--- config.mk ---
export PLATFORM = sky130hd
export DESIGN_NAME = precharge_reg_port
export DESIGN_NICKNAME = d
export VERILOG_FILES = /design/src/rtl/pbr_pkg.sv /design/src/rtl/pbr_phase_seq.sv /design/src/rtl/pbr_int_bus.sv /design/src/rtl/pbr_colour_regs.sv /design/src/rtl/precharge_reg_port.sv
export SDC_FILE = /design/constraint.sdc
export NUM_CORES = 1
export LEC_CHECK = 0
export ABC_AREA = 1
export ABC_CLOCK_PERIOD_IN_PS = 3850
export BUFFER_PORTS_ARGS = -buffer_cell sky130_fd_sc_hd__buf_2
export CORE_MARGIN = 2
export CORE_UTILIZATION = 50
export CTS_BUF_LIST = sky130_fd_sc_hd__clkbuf_16
export DETAILED_ROUTE_END_ITERATION = 10
export HOLD_SLACK_MARGIN = 0.02
export PLACE_DENSITY = 0.75
export SETUP_SLACK_MARGIN = 0.05
export SLEW_MARGIN = 20
export SYNTH_ARGS = -nofsm -noshare
export SYNTH_HDL_FRONTEND = slang
export SYNTH_SLANG_ARGS = --single-unit
--- constraint.sdc ---
create_clock -name clk -period 3.85 [get_ports clk]
set_input_delay 0.5775 -clock clk [delete_from_list [all_inputs] [get_ports clk]]
set_output_delay 0.5775 -clock clk [all_outputs]
set_load 0.01 [all_outputs]
--- src/rtl/pbr_pkg.sv ---
package pbr_pkg;

    localparam int SLOT_W = 3;

    // two-phase enables of the three derived clock rates
    typedef struct packed {
        logic ph1;   // 1 MHz first half
        logic ph2;   // 1 MHz second half
        logic h1;    // 2 MHz first half
        logic h2;    // 2 MHz second half
        logic q1;    // 4 MHz first half
        logic q2;    // 4 MHz second half
    } phase_t;

endpackage

--- src/rtl/pbr_phase_seq.sv ---
module pbr_phase_seq
    import pbr_pkg::*;
(
    input  logic              clk,
    input  logic              rst_n,
    output logic [SLOT_W-1:0] slot_o,
    output phase_t            ph_o
);

    typedef struct packed {
        logic [SLOT_W-1:0] slot;
    } seq_state_t;

    seq_state_t st_d, st_q;

    always_comb begin
        st_d      = st_q;
        st_d.slot = st_q.slot + 1'b1;
        ph_o.ph1  = ~st_q.slot[2];
        ph_o.ph2  =  st_q.slot[2];
        ph_o.h1   = ~st_q.slot[1];
        ph_o.h2   =  st_q.slot[1];
        ph_o.q1   = ~st_q.slot[0];
        ph_o.q2   =  st_q.slot[0];
    end

    always_ff @(posedge clk) begin
        if (!rst_n) st_q <= '0;
        else        st_q <= st_d;
    end

    assign slot_o = st_q.slot;

    AST_SLOT_STEP: assert property (@(posedge clk) disable iff (!rst_n)
        $past(rst_n) |-> slot_o == $past(slot_o) + 1'b1);

endmodule

--- src/rtl/pbr_int_bus.sv ---
module pbr_int_bus
    import pbr_pkg::*;
#(
    parameter int DW = 7
) (
    input  logic          clk,
    input  logic          rst_n,
    input  phase_t        ph,
    input  logic          wr,
    input  logic          addr_en,
    input  logic [DW-1:0] pins,
    output logic [DW-1:0] bus_now,
    output logic [DW-1:0] bus_q_o,
    output logic          clash
);

    typedef struct packed {
        logic [DW-1:0] bus;
    } bus_state_t;

    bus_state_t st_d, st_q;
    logic       pin_drive;
    logic       precharge;

    always_comb begin
        pin_drive = (ph.ph1 | (ph.ph2 & addr_en) | wr) & ~ph.h1;
        precharge = ph.h1 & ph.q2;
        clash     = pin_drive & precharge;
        if (precharge)      bus_now = '1;
        else if (pin_drive) bus_now = pins;
        else                bus_now = st_q.bus;
        st_d      = st_q;
        st_d.bus  = bus_now;
    end

    always_ff @(posedge clk) begin
        if (!rst_n) st_q.bus <= '1;
        else        st_q     <= st_d;
    end

    assign bus_q_o = st_q.bus;

    AST_PRECHARGE_ONES: assert property (@(posedge clk) disable iff (!rst_n)
        precharge |=> bus_q_o == {DW{1'b1}});
    AST_PIN_TO_BUS: assert property (@(posedge clk) disable iff (!rst_n)
        (pin_drive && !precharge) |=> bus_q_o == $past(pins));
    AST_BUS_HOLD: assert property (@(posedge clk) disable iff (!rst_n)
        (!pin_drive && !precharge) |=> $stable(bus_q_o));
    AST_FIRST_HALF_QUIET: assert property (@(posedge clk) disable iff (!rst_n)
        (ph.h1 && !ph.q2) |=> $stable(bus_q_o));

endmodule

--- src/rtl/pbr_colour_regs.sv ---
module pbr_colour_regs
    import pbr_pkg::*;
#(
    parameter int NREG = 8,
    parameter int DW   = 7,
    localparam int AW  = $clog2(NREG)
) (
    input  logic               clk,
    input  logic               rst_n,
    input  logic               wr,
    input  logic [AW-1:0]      sel,
    input  logic [DW-1:0]      bus_now,
    output logic [NREG*DW-1:0] regs_o
);

    typedef struct packed {
        logic [NREG-1:0][DW-1:0] regs;
    } rf_state_t;

    rf_state_t st_d, st_q;

    always_comb begin
        st_d = st_q;
        for (int i = 0; i < NREG; i++) begin
            if (wr && sel == AW'(i)) st_d.regs[i] = bus_now;
        end
    end

    always_ff @(posedge clk) begin
        if (!rst_n) st_q <= '0;
        else        st_q <= st_d;
    end

    for (genvar g = 0; g < NREG; g++) begin : g_flat
        assign regs_o[g*DW +: DW] = st_q.regs[g];
    end

    AST_NO_STROBE_NO_CHANGE: assert property (@(posedge clk) disable iff (!rst_n)
        !wr |=> $stable(regs_o));
    AST_LEVEL_TRACK: assert property (@(posedge clk) disable iff (!rst_n)
        wr |=> st_q.regs[$past(sel)] == $past(bus_now));

endmodule

--- src/rtl/precharge_reg_port.sv ---
module precharge_reg_port
    import pbr_pkg::*;
#(
    parameter int NREG = 8,
    parameter int DW   = 7,
    localparam int AW  = $clog2(NREG)
) (
    input  logic               clk,
    input  logic               rst_n,
    input  logic               cs_n,
    input  logic               rw_n,
    input  logic               cpu_addr_en,
    input  logic [AW-1:0]      reg_sel,
    input  logic [DW-1:0]      pin_data,
    output logic [NREG*DW-1:0] colour_regs,
    output logic [DW-1:0]      ibus_dbg,
    output logic               clash_dbg
);

    logic [SLOT_W-1:0] slot;
    phase_t            ph;
    logic              wr_strobe;
    logic [DW-1:0]     bus_now;

    always_comb begin
        wr_strobe = ~cs_n & ~rw_n;
    end

    pbr_phase_seq u_seq (
        .clk    (clk),
        .rst_n  (rst_n),
        .slot_o (slot),
        .ph_o   (ph)
    );

    pbr_int_bus #(.DW(DW)) u_bus (
        .clk     (clk),
        .rst_n   (rst_n),
        .ph      (ph),
        .wr      (wr_strobe),
        .addr_en (cpu_addr_en),
        .pins    (pin_data),
        .bus_now (bus_now),
        .bus_q_o (ibus_dbg),
        .clash   (clash_dbg)
    );

    pbr_colour_regs #(.NREG(NREG), .DW(DW)) u_regs (
        .clk     (clk),
        .rst_n   (rst_n),
        .wr      (wr_strobe),
        .sel     (reg_sel),
        .bus_now (bus_now),
        .regs_o  (colour_regs)
    );

    AST_NO_CLASH: assert property (@(posedge clk) disable iff (!rst_n)
        !clash_dbg);
    AST_PRECHARGE_SLOTS: assert property (@(posedge clk) disable iff (!rst_n)
        (slot == 3'd1 || slot == 3'd5) |=> ibus_dbg == {DW{1'b1}});

endmodule

======== Word level (Yosys, flattened, before mapping) ========
Index checks and enable logic that the tools add are counted.
storage, ports and cells
  bits in registers ....................... 66
  latch bits .............................. 0
  bits in writable memories ............... 0
  ROM bits ................................ 0
  input port bits ......................... 15
  output and inout port bits .............. 64
  logic and storage cells ................. 40
  memories ................................ 0
cells by class
  add/subtract/negate cells ............... 1
  $mul .................................... 0
  divide/modulo/power cells ............... 0
  order comparisons ....................... 0
  eq/ne operators ......................... 7
  shift operators ......................... 0
  mux-type cells .......................... 2
  bitwise gates (word level) .............. 11
  reduce and logical (&&, ||, !) cells .... 9
operators by type and width
  operator                                             count
  2-to-1 mux 7 bit                                     2
  equality test 3 bit, second input constant           4
  logical AND 1 bit                                    8
  equality test 3 x 2 -> 1 bit, second input constant  2
  bitwise AND 1 bit                                    5
  NOT 1 bit                                            4
  adder 3 x 1 -> 3 bit, second input constant          1
  equality test 3 x 1 -> 1 bit, second input constant  1
  logical NOT 3 bit                                    1
  bitwise OR 1 bit                                     2

======== Logic depth before layout (Yosys ltp) ========
  depth after elaboration ................. 6
  mapped depth ............................ 8
  depth with buffers taken out ............ 8

======== Cells and area by module ========
Synthesis repeated with hierarchy kept, for this count alone.
unflattened totals
  cell total of the unflattened synthesis .. 389
  area total of the unflattened synthesis .. 2755.1 µm²
modules (own cells, without submodules)
  module              times used  cells each  area each (µm²)
  pbr_colour_regs     1           325         2237.1
  pbr_int_bus         1           44          370.4
  pbr_phase_seq       1           19          143.9
  precharge_reg_port  1           1           3.8

======== Worst setup path before layout ========
No wires, ideal clock.
  path type ............................... flip-flop to output port
  from .................................... register u_seq.st_q, in the netlist u_seq.slot_o[1]
  to ...................................... output clash_dbg
  arrival time ............................ 1.205 ns
  required time ........................... 3.273 ns
  slack ................................... 2.067 ns
  stages on the path, launching flop included .. 7
  buffers on the path ..................... 2
  cells stage by stage .................... dfxtp_1 buf_2 inv_1 ha_1 inv_2 buf_2 nor2_1
between the ends
  cells in the longest elaborated chain, start to end .. 3
  elaborated cells between the ends (all ways) .. 4
RTL lines
  item                    line                      text
  start, declared         pbr_phase_seq.sv:14       seq_state_t st_d, st_q;
  start signal, assigned  pbr_phase_seq.sv:29       else st_q <= st_d;
  NOT 1 bit               pbr_phase_seq.sv:21       ph_o.h1 = ~st_q.slot[1];
  bitwise AND 1 bit       pbr_int_bus.sv:27         precharge = ph.h1 & ph.q2;
  bitwise AND 1 bit *     pbr_int_bus.sv:28         clash = pin_drive & precharge;
  end, declared           precharge_reg_port.sv:17  output logic clash_dbg
Every way passes the cells marked *; elsewhere a longest branch is shown, timed or not.

======== Worst setup path in the final report ========
Same ends and word-level chain as after synthesis.

==> results.txt <==
# IOs - 79
CP Class - reg2out
Core Area - 6350 um^2
DRC - 0
Detailed Route WL - 8060 um
Largest family of logic cells by synthesized area - simple AND/OR/NAND/NOR gates
Final hold vios - 0
Gate Count Post-Synth - 409
Place WS - 1.87 ns
Synth Cell Area - 3270 um^2
Crit-path slowest cell - dfxtp_1
Fmax - 0.468 GHz
Post-Synth XOR/XNOR Area - 0.267%
First-pass GRT wire length - 12700 um
Setup-failing EPs final - 0
Clk root buf - clkbuf_16
Routed vias/inst - 5.18
Postcts setup bufs - 0
Hold Crit Class - reg2reg
WP depth - 5
Period utilisation layout - 55.5%
Sequential cell area - 1320 um^2
Slew HR - 37.0%
Synthesized Nets - 426
DRT Pass-1 Iters - 4
CTS Buf Count - 9
Initial antenna violation count - 0
Yosys reg bits - 66
Final nets - 495
Clock Latency Late Sink - 0.33 ns
Yosys warning count - 0
Reg power frac - 44.6%
GP Congestion - 0.849
CP bufs+invs - 3
Sw Ratio - 27.5%
Setup WS post-layout - 1.71 ns
Net load switching power - 0.448 mW
Int Power - 1.18 mW
Vias in the first global route - 2539
Leakage - 2.02 nW
Max IR drop VDD - 0.304 mV
Syn Area/Cell - 8.01 um^2
Worst Hold Launch - u_seq.slot_o[0]
Die Wd - 84.9 um
Synth Area in Simple Gates - 41.3%
Drt first-iter violations - 168
RSZ-0062 raised after global routing - no
Compound-Gate Fraction of Synth Area - 3.21%
Post-Synth Adder-Cell Area - 0.764%
Worst setup SP type - flop
Combined area of the multi-input logic cells - 1490 um^2
Largest net degree at the start of global routing - 64
Clock power frac - 42.5%
Die Y - 84.9 um
Row Count - 29
Status - completed
Port Buffers - 78
Post-route ant nets - 0
Initial core utilization - 51.6%
Mux contribution to synthesized area - 0%
Crit-path max cell delay - 0.70 ns
Ant. Diodes - 0
Synth-to-Final Area Change - 16.0%
All-Layer GR Usage - 23.2%
Post-synth cell types - 19
Worst path cell trace - inv_1 -> ha_1 -> inv_2 -> nor2_1 -> buf_2
Actual slew at the worst max-slew pin - 0.943 ns
Clock Skews - 0.00459 ns
R2R cell count - 7
Crit Reg-Reg Startpoint - u_seq.slot_o[1]
Worst path required time - 3.27 ns
HPWL after DPL - 5130 um
Grt total ovfl - 0
Comb power frac - 12.9%
Maximum clock path buffer count - 2
Layout cells sized above 1 - 32.2%
Routed wire length per instance - 14.4 um
Worst Setup SP - u_seq.slot_o[1]
Crit path max fanout - 10
H-tree levels - 3
DIE AREA - 7210 um^2
Post-CTS resize count - 0
CTS tree - built
Max-cap violations - 0
Seq/Total Area, Yosys - 40.4%
Crit. End Element - output port
Arr. time, crit path - 1.56 ns
Pwr Density - 429 nW/um^2
Setup TNS - 0 ns
Vias - 2896
Hold buffers post-CTS - 0
Clk sinks - 66
Hold path depth - 1
Post-layout min period - 2.14 ns
Critical path's top delay family - flip-flops
Fin. max-slew vios - 0
Layout fillers - 602
Reg clk slew, reported paths - 0.05 ns
cells in the final DEF, fill, tap and decap left out, types with 2 or more instances in the layout:
cell type and n:
buf_2 78, clkbuf_16 9, dfxtp_1 66, ha_1 2, inv_1 68, inv_2 3
nand2_1 61, nand2_4 10, nand3_2 7, nand4_1 63, nor2_1 52, nor2_2 37
nor2_4 9, o21a_1 14
metal layers:
layer | routed length (um) | share of wire, % | track usage (%) | up-vias
met5 | 0 | 0 | 0 | -
met4 | 216 | 2.7 | 8.80 | 0
met1 | 3490 | 43 | 30.9 | 1306
met3 | 654 | 8.1 | 7.78 | 21
met2 | 3690 | 46 | 35.1 | 124
li1 | - | - | - | 1445
cells in the mapped netlist:
| master | count | share of area (%) |
|---|---|---|
| clkbuf_1 | 2 | 0.23 |
| nor2_4 | 9 | 3.1 |
| o21a_1 | 14 | 3.2 |
| nor2_2 | 37 | 7.1 |
| buf_8 | 8 | 3.7 |
| nand2_4 | 10 | 3.4 |
| dfxtp_1 | 66 | 40 |
| nand3_2 | 7 | 2.1 |
| xnor2_1 | 1 | 0.27 |
| clkbuf_8 | 1 | 0.42 |
| inv_2 | 3 | 0.34 |
| inv_1 | 62 | 7.1 |
| nand2_8 | 1 | 0.61 |
| nor2_1 | 52 | 6.0 |
| nand2_1 | 61 | 7.0 |
| nand4_1 | 63 | 12 |
| ha_1 | 2 | 0.76 |
| buf_2 | 6 | 0.92 |
| buf_6 | 4 | 1.4 |
kinds of logic (layout without fill, tap and decap cells):
family	count (synthesis)	count (layout)
buf+inv	86	159
simple gates	240	240
fa+ha+maj	2	2
xor+xnor	1	1
compound gates	14	14
flops	66	66
stage by stage:
step	util [%]	hold WS, ns	std cells	cell area, um^2	total power [mW]
2_1_floorplan	-	0.421	409	3270	0.885
3_3_place_gp	55.9	0.434	544	3550	0.945
3_5_place_dp	55.9	0.444	544	3550	0.948
4_1_cts	59.8	0.457	559	3800	1.64
5_1_grt	59.8	0.486	559	3800	1.69
6_report	59.8	0.457	559	3800	1.63
power by group through the flow:
stage / clock [mW] / combinational [mW] / sequential (mW)
final: 0.691 / 0.210 / 0.727
after global routing: 0.730 / 0.228 / 0.729
after CTS: 0.700 / 0.209 / 0.727
after detailed placement: 0 / 0.207 / 0.741
after global placement: 0 / 0.205 / 0.740
after floorplan: 0 / 0.142 / 0.743
worst register-to-register path, stage by stage (launching register included):
cell     delay [ns]
dfxtp_1        0.70
inv_1          0.09
ha_1           0.21
inv_2          0.06
buf_4          0.52
nand4_1        0.21
nand2_1        0.11
inv_1          0.04
final timing paths:
kind	end	slack [ns]
worst max register to register	u_regs.regs_o[7]	1.81
worst min-delay path	u_seq.slot_o[0]	0.46
worst min register to register	u_seq.slot_o[0]	0.46
worst max-delay path	clash_dbg	1.71
state kept, by name, summed over array words and instances, names as in the netlist:
signal,count
u_regs.regs_o,56
u_seq.slot_o,3
u_bus.bus_q_o,7
layout make-up:
cell class,instances,area share [%]
multi-input combinational,257,39.3
sequential,66,34.8
timing repair buffer,79,10.5
inverter,65,6.42
clock buffer,9,5.93
tap,77,2.54
clock inverter,6,0.593
Note: power is estimated with default switching activity, not from simulation.
